$ cat config.mk
export PLATFORM = sky130hd
export DESIGN_NAME = paged_cfg_i2c
export DESIGN_NICKNAME = d
export VERILOG_FILES = /design/src/rtl/pgi_pkg.sv /design/src/rtl/pgi_bus_sense.sv /design/src/rtl/pgi_link.sv /design/src/rtl/pgi_regmap.sv /design/src/rtl/paged_cfg_i2c.sv
export SDC_FILE = /design/constraint.sdc
export NUM_CORES = 1
export LEC_CHECK = 0
export BUFFER_PORTS_ARGS = -buffer_cell sky130_fd_sc_hd__buf_4
export CAP_MARGIN = 20
export CORE_MARGIN = 3
export CORE_UTILIZATION = 40
export DETAILED_ROUTE_END_ITERATION = 7
export GPL_ROUTABILITY_DRIVEN = 0
export PLACE_DENSITY_LB_ADDON = 0.3
export SYNTH_ARGS = -nofsm -noshare
export SYNTH_HDL_FRONTEND = slang
export SYNTH_HIERARCHICAL = 1
export SYNTH_SLANG_ARGS = --single-unit
$ cat constraint.sdc
create_clock -name clk -period 2.7 [get_ports clk]
set_input_delay 0.135 -clock clk [delete_from_list [all_inputs] [get_ports clk]]
set_output_delay 0.135 -clock clk [all_outputs]
set_load 0.01 [all_outputs]
$ cat src/rtl/pgi_pkg.sv
// Shared types and constants for the paged configuration bus slave.
// Assumes 8-bit subaddresses with the global window at the top of the map.
package pgi_pkg;
    localparam logic [7:0] PGI_GLOBAL_BASE = 8'hF8;
    localparam logic [7:0] PGI_PAGE_SEL    = 8'hFF;

    typedef enum logic [2:0] {
        ST_IDLE,
        ST_RX,
        ST_ACK,
        ST_TX,
        ST_MACK,
        ST_SKIP
    } link_st_t;

    typedef enum logic [1:0] {
        K_ADDR,
        K_SUB,
        K_DATA
    } byte_kind_t;
endpackage

$ cat src/rtl/pgi_bus_sense.sv
// Samples the filtered SCL/SDA lines into the clock domain and reports
// SCL edges plus start and stop conditions as one-cycle pulses.
// Assumes the inputs are glitch-free; SYNC_STAGES flops guard metastability.
module pgi_bus_sense #(
    parameter int SYNC_STAGES = 2
) (
    input  logic clk,
    input  logic rst_n,
    input  logic scl_i,
    input  logic sda_i,
    output logic scl_rise_o,
    output logic scl_fall_o,
    output logic start_o,
    output logic stop_o,
    output logic sda_now_o
);
    logic [SYNC_STAGES:0] scl_q;
    logic [SYNC_STAGES:0] sda_q;
    logic scl_cur, scl_prev, sda_cur, sda_prev;

    // Shift both lines through the synchroniser chain; idle bus reads high.
    always_ff @(posedge clk) begin
        if (!rst_n) begin
            scl_q <= '1;
            sda_q <= '1;
        end else begin
            scl_q <= {scl_q[SYNC_STAGES-1:0], scl_i};
            sda_q <= {sda_q[SYNC_STAGES-1:0], sda_i};
        end
    end

    assign scl_cur  = scl_q[SYNC_STAGES-1];
    assign scl_prev = scl_q[SYNC_STAGES];
    assign sda_cur  = sda_q[SYNC_STAGES-1];
    assign sda_prev = sda_q[SYNC_STAGES];

    // Derive edge and bus-condition pulses from current and previous samples.
    always_comb begin
        scl_rise_o = scl_cur & ~scl_prev;
        scl_fall_o = ~scl_cur & scl_prev;
        start_o    = scl_cur & scl_prev & sda_prev & ~sda_cur;
        stop_o     = scl_cur & scl_prev & ~sda_prev & sda_cur;
        sda_now_o  = sda_cur;
    end
endmodule

$ cat src/rtl/pgi_link.sv
// Byte-level protocol engine: address match, acknowledge, receive and
// transmit shifting, master acknowledge handling. Issues one-cycle commands
// to the register map. Assumes SCL low phases span several clock cycles.
module pgi_link
    import pgi_pkg::*;
#(
    parameter logic [6:0] DEV_ADDR = 7'h37
) (
    input  logic       clk,
    input  logic       rst_n,
    input  logic       scl_rise_i,
    input  logic       scl_fall_i,
    input  logic       start_i,
    input  logic       stop_i,
    input  logic       sda_now_i,
    input  logic [7:0] rbyte_i,
    output logic       sda_oe_o,
    output logic [7:0] byte_o,
    output logic       load_o,
    output logic       wr_o,
    output logic       adv_o,
    output logic       fetch_o
);
    link_st_t   st;
    byte_kind_t kind;
    logic [3:0] cnt;
    logic [7:0] sh;
    logic [7:0] tx;
    logic       is_rd;
    logic       acked;
    logic       pend;

    assign byte_o = sh;

    // Protocol state machine; bus conditions take priority over bit traffic.
    always_ff @(posedge clk) begin
        if (!rst_n) begin
            st       <= ST_IDLE;
            kind     <= K_ADDR;
            cnt      <= '0;
            sh       <= '0;
            tx       <= '0;
            is_rd    <= 1'b0;
            acked    <= 1'b0;
            pend     <= 1'b0;
            sda_oe_o <= 1'b0;
            load_o   <= 1'b0;
            wr_o     <= 1'b0;
            adv_o    <= 1'b0;
            fetch_o  <= 1'b0;
        end else begin
            load_o  <= 1'b0;
            wr_o    <= 1'b0;
            adv_o   <= 1'b0;
            fetch_o <= pend;
            pend    <= 1'b0;
            if (start_i) begin
                st       <= ST_RX;
                kind     <= K_ADDR;
                cnt      <= '0;
                is_rd    <= 1'b0;
                acked    <= 1'b0;
                sda_oe_o <= 1'b0;
            end else if (stop_i) begin
                st       <= ST_IDLE;
                sda_oe_o <= 1'b0;
            end else begin
                case (st)
                    ST_RX: begin
                        if (scl_rise_i && cnt != 4'd8) begin
                            sh  <= {sh[6:0], sda_now_i};
                            cnt <= cnt + 4'd1;
                        end else if (scl_fall_i && cnt == 4'd8) begin
                            case (kind)
                                K_ADDR: begin
                                    if (sh[7:1] == DEV_ADDR) begin
                                        sda_oe_o <= 1'b1;
                                        st       <= ST_ACK;
                                        is_rd    <= sh[0];
                                        fetch_o  <= sh[0];
                                    end else begin
                                        st <= ST_SKIP;
                                    end
                                end
                                K_SUB: begin
                                    sda_oe_o <= 1'b1;
                                    st       <= ST_ACK;
                                    load_o   <= 1'b1;
                                end
                                default: begin
                                    sda_oe_o <= 1'b1;
                                    st       <= ST_ACK;
                                    wr_o     <= 1'b1;
                                end
                            endcase
                        end
                    end
                    ST_ACK: begin
                        if (scl_fall_i) begin
                            cnt <= '0;
                            if (is_rd) begin
                                st       <= ST_TX;
                                tx       <= rbyte_i;
                                sda_oe_o <= ~rbyte_i[7];
                            end else begin
                                st       <= ST_RX;
                                sda_oe_o <= 1'b0;
                                kind     <= (kind == K_ADDR) ? K_SUB : K_DATA;
                            end
                        end
                    end
                    ST_TX: begin
                        if (scl_fall_i) begin
                            if (cnt == 4'd7) begin
                                sda_oe_o <= 1'b0;
                                st       <= ST_MACK;
                                acked    <= 1'b0;
                            end else begin
                                cnt      <= cnt + 4'd1;
                                tx       <= {tx[6:0], 1'b0};
                                sda_oe_o <= ~tx[6];
                            end
                        end
                    end
                    ST_MACK: begin
                        if (scl_rise_i) begin
                            if (!sda_now_i) begin
                                acked <= 1'b1;
                                adv_o <= 1'b1;
                                pend  <= 1'b1;
                            end else begin
                                st <= ST_SKIP;
                            end
                        end else if (scl_fall_i && acked) begin
                            acked    <= 1'b0;
                            cnt      <= '0;
                            tx       <= rbyte_i;
                            sda_oe_o <= ~rbyte_i[7];
                            st       <= ST_TX;
                        end
                    end
                    default: ;
                endcase
            end
        end
    end
endmodule

$ cat src/rtl/pgi_regmap.sv
// Subaddress pointer, page register and register-file strobe generation.
// FFH is held here; F8H-FEH are flagged global; lower subaddresses carry
// the active page. Assumes read data arrives the cycle after rf_rd_o.
module pgi_regmap
    import pgi_pkg::*;
#(
    parameter int NUM_PAGES = 12,
    localparam int PAGE_W = $clog2(NUM_PAGES)
) (
    input  logic              clk,
    input  logic              rst_n,
    input  logic [7:0]        byte_i,
    input  logic              load_i,
    input  logic              wr_i,
    input  logic              adv_i,
    input  logic              fetch_i,
    input  logic [7:0]        rf_rdata_i,
    output logic              rf_wr_o,
    output logic              rf_rd_o,
    output logic [7:0]        rf_addr_o,
    output logic              rf_global_o,
    output logic [PAGE_W-1:0] rf_page_o,
    output logic [7:0]        rf_wdata_o,
    output logic [7:0]        rbyte_o
);
    localparam logic [7:0] PAGE_LIMIT = 8'(NUM_PAGES);

    logic [7:0]        ptr;
    logic [PAGE_W-1:0] page;
    logic              rd_q;

    assign rf_page_o = page;

    // Pointer, page update, strobe launch and read-data capture.
    always_ff @(posedge clk) begin
        if (!rst_n) begin
            ptr         <= '0;
            page        <= '0;
            rd_q        <= 1'b0;
            rf_wr_o     <= 1'b0;
            rf_rd_o     <= 1'b0;
            rf_addr_o   <= '0;
            rf_global_o <= 1'b0;
            rf_wdata_o  <= '0;
            rbyte_o     <= '0;
        end else begin
            rf_wr_o <= 1'b0;
            rf_rd_o <= 1'b0;
            rd_q    <= rf_rd_o;
            if (load_i) begin
                ptr <= byte_i;
            end
            if (wr_i) begin
                if (ptr == PGI_PAGE_SEL) begin
                    if (byte_i < PAGE_LIMIT) begin
                        page <= byte_i[PAGE_W-1:0];
                    end
                end else begin
                    rf_wr_o     <= 1'b1;
                    rf_addr_o   <= ptr;
                    rf_wdata_o  <= byte_i;
                    rf_global_o <= (ptr >= PGI_GLOBAL_BASE);
                end
                ptr <= ptr + 8'd1;
            end
            if (adv_i) begin
                ptr <= ptr + 8'd1;
            end
            if (fetch_i) begin
                if (ptr == PGI_PAGE_SEL) begin
                    rbyte_o <= {{(8-PAGE_W){1'b0}}, page};
                end else begin
                    rf_rd_o     <= 1'b1;
                    rf_addr_o   <= ptr;
                    rf_global_o <= (ptr >= PGI_GLOBAL_BASE);
                end
            end
            if (rd_q) begin
                rbyte_o <= rf_rdata_i;
            end
        end
    end
endmodule

$ cat src/rtl/paged_cfg_i2c.sv
// Top level of the paged configuration bus slave: line sensing, byte
// engine and register map. Assumes filtered SCL/SDA and an external
// open-drain pad driven by sda_oe_o.
module paged_cfg_i2c #(
    parameter logic [6:0] DEV_ADDR    = 7'h37,
    parameter int         NUM_PAGES   = 12,
    parameter int         SYNC_STAGES = 2,
    localparam int        PAGE_W      = $clog2(NUM_PAGES)
) (
    input  logic              clk,
    input  logic              rst_n,
    input  logic              scl_i,
    input  logic              sda_i,
    output logic              sda_oe_o,
    output logic              rf_wr_o,
    output logic              rf_rd_o,
    output logic [7:0]        rf_addr_o,
    output logic              rf_global_o,
    output logic [PAGE_W-1:0] rf_page_o,
    output logic [7:0]        rf_wdata_o,
    input  logic [7:0]        rf_rdata_i
);
    logic       scl_rise, scl_fall, bus_start, bus_stop, sda_now;
    logic [7:0] rx_byte, rd_byte;
    logic       cmd_load, cmd_wr, cmd_adv, cmd_fetch;

    pgi_bus_sense #(.SYNC_STAGES(SYNC_STAGES)) u_sense (
        .clk        (clk),
        .rst_n      (rst_n),
        .scl_i      (scl_i),
        .sda_i      (sda_i),
        .scl_rise_o (scl_rise),
        .scl_fall_o (scl_fall),
        .start_o    (bus_start),
        .stop_o     (bus_stop),
        .sda_now_o  (sda_now)
    );

    pgi_link #(.DEV_ADDR(DEV_ADDR)) u_link (
        .clk        (clk),
        .rst_n      (rst_n),
        .scl_rise_i (scl_rise),
        .scl_fall_i (scl_fall),
        .start_i    (bus_start),
        .stop_i     (bus_stop),
        .sda_now_i  (sda_now),
        .rbyte_i    (rd_byte),
        .sda_oe_o   (sda_oe_o),
        .byte_o     (rx_byte),
        .load_o     (cmd_load),
        .wr_o       (cmd_wr),
        .adv_o      (cmd_adv),
        .fetch_o    (cmd_fetch)
    );

    pgi_regmap #(.NUM_PAGES(NUM_PAGES)) u_map (
        .clk         (clk),
        .rst_n       (rst_n),
        .byte_i      (rx_byte),
        .load_i      (cmd_load),
        .wr_i        (cmd_wr),
        .adv_i       (cmd_adv),
        .fetch_i     (cmd_fetch),
        .rf_rdata_i  (rf_rdata_i),
        .rf_wr_o     (rf_wr_o),
        .rf_rd_o     (rf_rd_o),
        .rf_addr_o   (rf_addr_o),
        .rf_global_o (rf_global_o),
        .rf_page_o   (rf_page_o),
        .rf_wdata_o  (rf_wdata_o),
        .rbyte_o     (rd_byte)
    );
endmodule

==> results of run 1 <==
flip-flops by register name (all words and copies together) (netlist names), 4 cells and up:
register / flops
u_link/byte_o: 8
u_map/rf_addr_o: 8
u_link/cnt: 4
u_map/ptr: 8
u_map/rf_wdata_o: 8
u_map/rbyte_o: 8
u_map/rf_page_o: 4
u_link/tx: 7
how the worst max path moves through the flow:
stage	to	slack [ps]	cells past startpoint	start
after floorplan	u_link/cnt[2]	840	6	u_sense/scl_q[2]
after global placement	u_link/cnt[3]	680	6	u_sense/scl_q[2]
after detailed placement	u_link/tx[5]	560	6	u_link/st[0]
after CTS	u_link/tx[5]	530	6	u_link/st[0]
after global routing	u_link/tx[1]	330	6	u_link/st[0]
final	u_link/tx[5]	520	6	u_link/st[0]
placed cells by master, fill, tap and decap left out, types with 4 or more instances in the layout:
cell,netlist,layout
dfxtp_1,77,77
nand2_1,55,55
buf_4,3,38
nor2_1,36,36
mux2i_1,31,31
a21oi_1,16,16
inv_1,12,12
nand2b_1,12,12
o21ai_0,11,11
nand3_1,10,10
clkbuf_8,0,9
nor4_1,8,8
a311oi_1,8,8
o211ai_1,7,7
nand3b_1,6,6
o221a_2,6,6
and3_1,6,6
nor3_1,5,5
a211oi_1,5,5
and4b_1,4,4
ha_1,4,4
a31oi_1,4,4
metal layers:
metal / share of wire / wire [µm] / vias up
met1: 0.49 / 4085 / 1462
met4: 0.014 / 119 / 0
met2: 0.44 / 3722 / 95
met3: 0.056 / 466 / 15
met5: 0 / 0 / -
li1: - / - / 1533
stage by stage:
step / hold WS (ps) / cell area [µm²] / util
after floorplan: 208.0 / 3647 / -
after global placement: 316.0 / 3943 / 0.4477
after detailed placement: 322.1 / 3943 / 0.4477
after CTS: 40.85 / 4126 / 0.4686
after global routing: 45.30 / 4126 / 0.4686
final: 61.51 / 4126 / 0.4686
cell families (layout without fill, tap and decap cells):
| logic type | count (synthesis) | in the layout |
|---|---|---|
| and+or+nand+nor | 170 | 170 |
| AOI/OAI and AO/OA | 85 | 85 |
| DFF | 77 | 77 |
| buffers and inverters | 37 | 68 |
| muxes | 32 | 32 |
| adders and majority gates | 4 | 4 |
| xor gates and xnor gates | 1 | 1 |
worst max-delay path: stages (launching register included):
cell	delay, ps
dfxtp_1	540
nand3b_1	420
nand2b_1	350
a221oi_2	240
buf_4	220
nor2_1	60
a311oi_1	250
power breakdown:
group | internal, µW | switching, µW | leakage (µW) | total [µW]
registers | 1190 | 65.5 | 0.000622 | 1260
clock network | 329 | 423 | 0.0000852 | 751
logic | 212 | 234 | 0.000898 | 446
total | 1730 | 722 | 0.00161 | 2450
synthesized netlist by cell type, types with 6 or more instances:
| library cell | count |
|---|---|
| o21ai_0 | 11 |
| dfxtp_1 | 77 |
| a311oi_1 | 8 |
| nand3b_1 | 6 |
| o221a_2 | 6 |
| nor2_1 | 36 |
| a21oi_1 | 16 |
| mux2i_1 | 31 |
| buf_2 | 7 |
| nand3_1 | 10 |
| and3_1 | 6 |
| o211ai_1 | 7 |
| nand2_1 | 55 |
| clkbuf_1 | 12 |
| nand2b_1 | 12 |
| nor4_1 | 8 |
| inv_1 | 12 |
cell type report:
| type | count | area share |
|---|---|---|
| Inverter | 13 | 0.01183 |
| Clock inverter | 6 | 0.009703 |
| Clock buffer | 9 | 0.03002 |
| Multi-Input combinational cell | 292 | 0.4682 |
| Tap cell | 108 | 0.03275 |
| Timing Repair Buffer | 40 | 0.07398 |
| Sequential cell | 77 | 0.3736 |
==> summary.txt, run 1 <==
Via count -> 3,105
Static leakage -> 0.001606 µW
Post-route ant nets -> 0
Fill cell count -> 872
Minimum clock period -> 2182 ps
Core area -> 8806 µm²
Postcts setup bufs -> 0
# diodes -> 0
Hold Path End -> u_map/rbyte_o[6]
Slew HR -> 0.5008
First-pass GRT wire length -> 13,750 µm
Routed wire length -> 8395 µm
Synth async-reset ratio -> 0
Reg2reg setup slack -> 520 ps
Synth Register Bits -> 77
Mapped Nets -> 422
Max VDD drop -> 0.2256 mV
Main flop type after synthesis -> dfxtp_1
CP required -> 2940 ps
GRT Util Overall -> 0.1675
Worst Path Arrival -> 2420 ps
Worst-path maximum fanout -> 13
Avg WL per Cell -> 15.40 µm
P per Cell Area -> 594.5 nW/µm²
Multi-input logic area -> 1932 µm²
Post-Syn Area -> 3647 µm²
Post-place setup slack -> 559.0 ps
Reg-to-reg startpoint -> u_link/st[0]
Area grow syn2layout -> 13.14%
Hold crit path type -> in -> reg
Gate Count Post-Synth -> 406
Clock Tree Root -> clkbuf_8
RSZ-0062 raised after global routing -> no
Residual DRC -> 0
Post-synth top area cell -> dfxtp_1
Clk_skew -> 10.01 ps
Tightest Pin Transition -> 746.1 ps
Ys Warns -> 6
Initial antenna violation count -> 0
Area share of the largest cell type after synthesis -> 0.4226
Design Power -> 2453 µW
Max Cap Viol -> 0
Detail Placement HPWL -> 5958 µm
Max Fclk -> 458.3 MHz
TritonRoute pass-1 iters -> 5
Fraction of layout cells with a size suffix above 1 -> 0.1762
Hold path depth -> 3
Vias/cell -> 5.697
Largest family of logic cells by synthesized area -> simple AND/OR/NAND/NOR gates
Largest net degree at the start of global routing -> 32
Setup Crit Path Kind -> reg -> reg
Total die area -> 10,300 µm²
Register area -> 1541 µm²
Max Buffers Root-to-Sink -> 2
Final net count -> 449
# IOs -> 36
CTS sink count -> 77
Clock slew seen by the registers of the worst setup and hold paths -> 80 ps
Final Hold Viols -> 0
DR iter-0 viols -> 178
Tcrit/Tclk final -> 0.8081
Register area share after synthesis -> 0.4226
GR Layer Usage met1 -> 0.2354
Mapped Avg Cell Area -> 8.983 µm²
Worst-Skew Late Latency -> 340 ps
CP startpoint kind -> register
TritonCTS clock tree -> yes
Post-CTS Resized -> 0
Number of flops mapped to enable cells by yosys -> 0
Synth Area in XOR/XNOR -> 0.002401
Met2 usage -> 0.2540
Post-synthesis cell type count -> 67
CTS Buf Count -> 9
Adder-cell share of the synthesized area -> 0.01372
Worst r2r dst -> u_link/tx[5]
Multiplexer share of the synthesized area -> 0.08816
Top post-synthesis cells by area -> dfxtp_1 (42%), mux2i_1 (8.5%), nand2_1 (5.7%), nor2_1 (3.7%), a21oi_1 (2.2%)
Busiest grt layer -> met2
Worst Hold Launch -> rf_rdata_i[6]
Synth Area in Simple Gates -> 0.2460
Vias in the first global route -> 2,844
Non-Filler Instances -> 545
Total global routing overflow -> 0
Placed cells -> 528
Starting density of the core -> 0.4142
DIE WIDTH -> 101.5 µm
Hold Buf Count CTS -> 2
Port buffer count -> 35
Number of placement rows -> 34
Finish-stage setup viols -> 0
Met3 Usage GRT -> 0.03375
CTS H-Tree Depth -> 3
Die height -> 101.5 µm
CP Capture Type -> register
FF-to-FF path depth -> 6
Compound-cell area share of the yosys netlist -> 0.1794
Status -> finished clean
Final setup margin -> 518.2 ps
Final Slew Violations -> 0
Setup TNS -> 0 ps
(Power assumes the default switching activity.)
==> inputs of run 2 (changes only) <==
Clock period 2.7 ns to 1.98 ns, I/O delays scaled along.
==> summary.txt, run 2 (synthesis results as in run 1) <==
Worst path cell trace -> or3b_4, o211a_4, nor4_4, buf_4, mux2i_1, nor2_1
GRT Util Overall -> 0.1752
Detail Placement HPWL -> 6102 µm
Most common cell after layout, fill and taps aside -> dfxtp_1
Max Cap Viol -> 0
Area grow syn2layout -> 20.34%
Worst path max stage delay -> 440 ps
CTS sink count -> 77
Final Hold Viols -> 0
TritonCTS clock tree -> yes
Worst-Skew Late Latency -> 350 ps
Die height -> 101.5 µm
First-pass GRT wire length -> 14,500 µm
Final Instance Area -> 4389 µm²
Reg2reg setup slack -> 80 ps
Worst-path maximum fanout -> 6
Post-route ant nets -> 0
Max Fclk -> 525.3 MHz
Max Buffers Root-to-Sink -> 2
Max VDD drop -> 0.4484 mV
CP startpoint kind -> register
Final setup margin -> 76.40 ps
Placed cell area -> 4093 µm²
# IOs -> 36
Crit-path slowest cell -> or3b_4
Status -> finished clean
Via count -> 3,222
Tcrit/Tclk final -> 0.9614
Final Slew Violations -> 0
TritonRoute pass-1 iters -> 5
Placed cells -> 548
Port buffer count -> 35
Fraction of layout cells with a size suffix above 1 -> 0.2220
Worst path top cell family by delay -> simple AND/OR/NAND/NOR gates
Routed wire length -> 8670 µm
Clock Tree Root -> clkbuf_8
Initial antenna violation count -> 0
Vias in the first global route -> 3,049
Total die area -> 10,300 µm²
P per Cell Area -> 847.5 nW/µm²
Number of placement rows -> 34
Starting density of the core -> 0.4142
Avg WL per Cell -> 15.16 µm
Non-Filler Instances -> 572
CP required -> 2230 ps
Core area -> 8806 µm²
Clk_skew -> 8.180 ps
DIE WIDTH -> 101.5 µm
DR iter-0 viols -> 259
RSZ-0062 raised after global routing -> yes
Worst Path Arrival -> 2150 ps
Post-place setup slack -> 60.65 ps
Minimum clock period -> 1904 ps
Tightest Pin Transition -> 546.0 ps
Residual DRC -> 0
Static leakage -> 0.001758 µW
CTS Buf Count -> 9
Clock slew seen by the registers of the worst setup and hold paths -> 80 ps
# diodes -> 0
Setup Crit Path Kind -> reg -> reg
CTS H-Tree Depth -> 3
Largest net degree at the start of global routing -> 40
Total global routing overflow -> 0
Slew HR -> 0.6346
CP bufs+invs -> 1
Vias/cell -> 5.633
Hold crit path type -> in -> reg
CP Capture Type -> register
Highest-count cells in the layout ignoring fill and taps -> dfxtp_1 (77), buf_4 (63), nand2_1 (55)
Finish-stage setup viols -> 0
Final net count -> 476
[run 2: changes by cell type in the layout (fill, tap and decap cells not counted), sizes merged]
cell         delta
inv             -1
dlygate4sd3     +2
clkinv          -3
buf            +25
clkbuf          +2
bufinv          +2
[run 2: layer usage]
layer / vias up / global-route usage / routed length, µm
li1: 1586 / - / -
met1: 1509 / 0.2411 / 4182
met2: 119 / 0.2726 / 3904
met3: 8 / 0.04477 / 497
met4: 0 / 0.04908 / 86
met5: - / 0 / 0
[run 2: repair_timing]
action | 4_1_cts | 5_1_grt
endpoints found under the hold margin | 4 | 0
setup endpoints to repair | 0 | 11
buffers inserted | 0 | 5
hold buffers | 4 | 0
gates resized for setup | 0 | 2
[run 2: final timing paths]
check / from / endpoint / depth (start not counted)
worst max-delay path: u_link/st[1] / u_link/cnt[1] / 6
worst min-delay path: rf_rdata_i[6] / u_map/rbyte_o[6] / 3
worst max register to register: u_link/st[1] / u_link/cnt[1] / 6
worst min register to register: u_sense/sda_q[0] / u_sense/sda_q[1] / 1
[run 2: power by group]
part | switching [µW] | total, µW | internal [µW] | leakage, µW
Clock | 564 | 1300 | 736 | 0.000105
Sequential | 59.3 | 1680 | 1620 | 0.000622
Combinational | 374 | 737 | 363 | 0.00103
Total | 997 | 3720 | 2720 | 0.00176
[run 2: cell type report]
type	instances	area (µm²)
fill	852	4417
multi-input combinational	292	1937
sequential	77	1541
timing repair buffer	67	513.0
clock buffer	11	141.4
tap	108	135.1
clock inverter	4	72.57
inverter	13	48.80
[run 2: worst min-delay path, cell delays in order]
cell and delay, ps:
buf_4 110, nand2_1 60, a21oi_1 60
[run 2: stage by stage]
step | hold WS (ps) | power (µW) | utilization | setup TNS [ps]
6_report | 25.75 | 3720 | 0.4984 | 0
5_1_grt | 11.21 | 3892 | 0.4984 | -61.57
4_1_cts | 11.15 | 3711 | 0.4936 | 0
3_5_place_dp | 287.2 | 2408 | 0.4648 | 0
3_3_place_gp | 280.1 | 2391 | 0.4648 | 0
2_1_floorplan | 172.0 | 2240 | - | 0
==> inputs of run 3 (changes only) <==
Settings changed: CORE_UTILIZATION 40 to 53.
==> summary.txt, run 3 (synthesis results as in run 1) <==
Area grow syn2layout -> 17.39%
Worst-Skew Late Latency -> 360 ps
Post-route ant nets -> 0
Worst-path maximum fanout -> 7
Post-place setup slack -> 85.35 ps
Non-Filler Instances -> 531
Setup TNS -> 0 ps
TritonRoute pass-1 iters -> 5
TritonCTS clock tree -> yes
Vias in the first global route -> 2,811
Max Cap Viol -> 0
Placed cells -> 512
Detail Placement HPWL -> 5843 µm
Number of placement rows -> 29
Highest-count cells in the layout ignoring fill and taps -> dfxtp_1 (76), nand2_1 (55), buf_4 (53)
Finish-stage setup viols -> 0
Largest net degree at the start of global routing -> 30
Final Hold Viols -> 0
First-pass GRT wire length -> 13,460 µm
Clk_skew -> 11.82 ps
Final Slew Violations -> 0
Fraction of layout cells with a size suffix above 1 -> 0.2115
# diodes -> 0
Clock Tree Root -> clkbuf_8
Final setup margin -> 145.4 ps
Vias/cell -> 5.902
CP Capture Type -> register
Status -> finished clean
Worst Path Arrival -> 2080 ps
Hold crit path type -> in -> reg
Total die area -> 7913 µm²
Static leakage -> 0.001711 µW
Port buffer count -> 35
Max Buffers Root-to-Sink -> 2
CP startpoint kind -> register
RSZ-0062 raised after global routing -> no
# IOs -> 36
Die height -> 88.96 µm
Avg WL per Cell -> 15.40 µm
Max VDD drop -> 0.5444 mV
Slew HR -> 0.6200
Final net count -> 465
CTS Buf Count -> 9
GRT Util Overall -> 0.2173
P per Cell Area -> 850.5 nW/µm²
Initial antenna violation count -> 0
Most common cell after layout, fill and taps aside -> dfxtp_1
Total global routing overflow -> 0
Residual DRC -> 0
Placed cell area -> 4016 µm²
CP required -> 2220 ps
DR iter-0 viols -> 287
Tcrit/Tclk final -> 0.9266
Core area -> 6495 µm²
Routed wire length -> 8180 µm
Via count -> 3,134
DIE WIDTH -> 88.96 µm
Clock slew seen by the registers of the worst setup and hold paths -> 80 ps
Final Instance Area -> 4282 µm²
Setup Crit Path Kind -> reg -> reg
Starting density of the core -> 0.5615
CTS H-Tree Depth -> 3
Max Fclk -> 545.1 MHz
Tightest Pin Transition -> 564.7 ps
Minimum clock period -> 1835 ps
CTS sink count -> 77
run 3: cell count changes in the layout (fill, tap and decap cells not counted), sizes merged:
cell         delta
buf             -9
clkinvlp        +2
dlygate4sd3     -2
bufinv          -1
clkbuf          -1
inv             +1
run 3: per-layer routing:
metal | track usage | wire (µm)
met1 | 0.3186 | 3965
met2 | 0.3178 | 3604
met3 | 0.03687 | 466
met4 | 0.08660 | 143
met5 | 0 | 0
run 3: critical path, cell delays in order, from the launching register on:
cell,delay (ps)
dfxtp_1,360
nor2b_1,140
buf_4,150
nand3b_1,160
o211a_4,300
nor4_4,250
o21ai_1,110
a32o_1,270
run 3: stage by stage:
stage               power [µW]  hold slack, ps  utilization
detailed placement        2397           286.5       0.6184
floorplan                 2240           172.0            -
CTS                       3625          0.2375       0.6534
global route              3813           33.43       0.6592
global placement          2381           281.5       0.6184
finish                    3642           10.99       0.6592
run 3: layout make-up:
class,instances,area [µm²]
multi-input cells,292,1957
fillers,550,2213
flip-flops and latches,77,1543
repair buffers,56,429.2
clock buffers,10,137.6
inverters,13,48.80
well taps,77,96.34
clock inverters,6,70.07
run 3: path summary, 6_finish.rpt:
path                                       start               end  slack (ps)  cells after the start
worst min register to register  u_sense/sda_q[0]  u_sense/sda_q[1]         410                      1
worst max-delay path            u_sense/scl_q[2]     u_link/cnt[2]         150                      7
worst max register to register  u_sense/scl_q[2]     u_link/cnt[2]         150                      7
worst min-delay path               rf_rdata_i[4]  u_map/rbyte_o[4]          10                      3
run 3: report_power, final:
group,internal [µW],switching (µW)
clock network,623,615
logic,346,371
registers,1620,63.0
run 3: timing repair:
item                                   CTS  global route
buffers inserted                         0             1
endpoints found under the hold margin    2             0
hold buffers                             2             0
gates resized for setup                  0             6
setup endpoints to repair                0             7
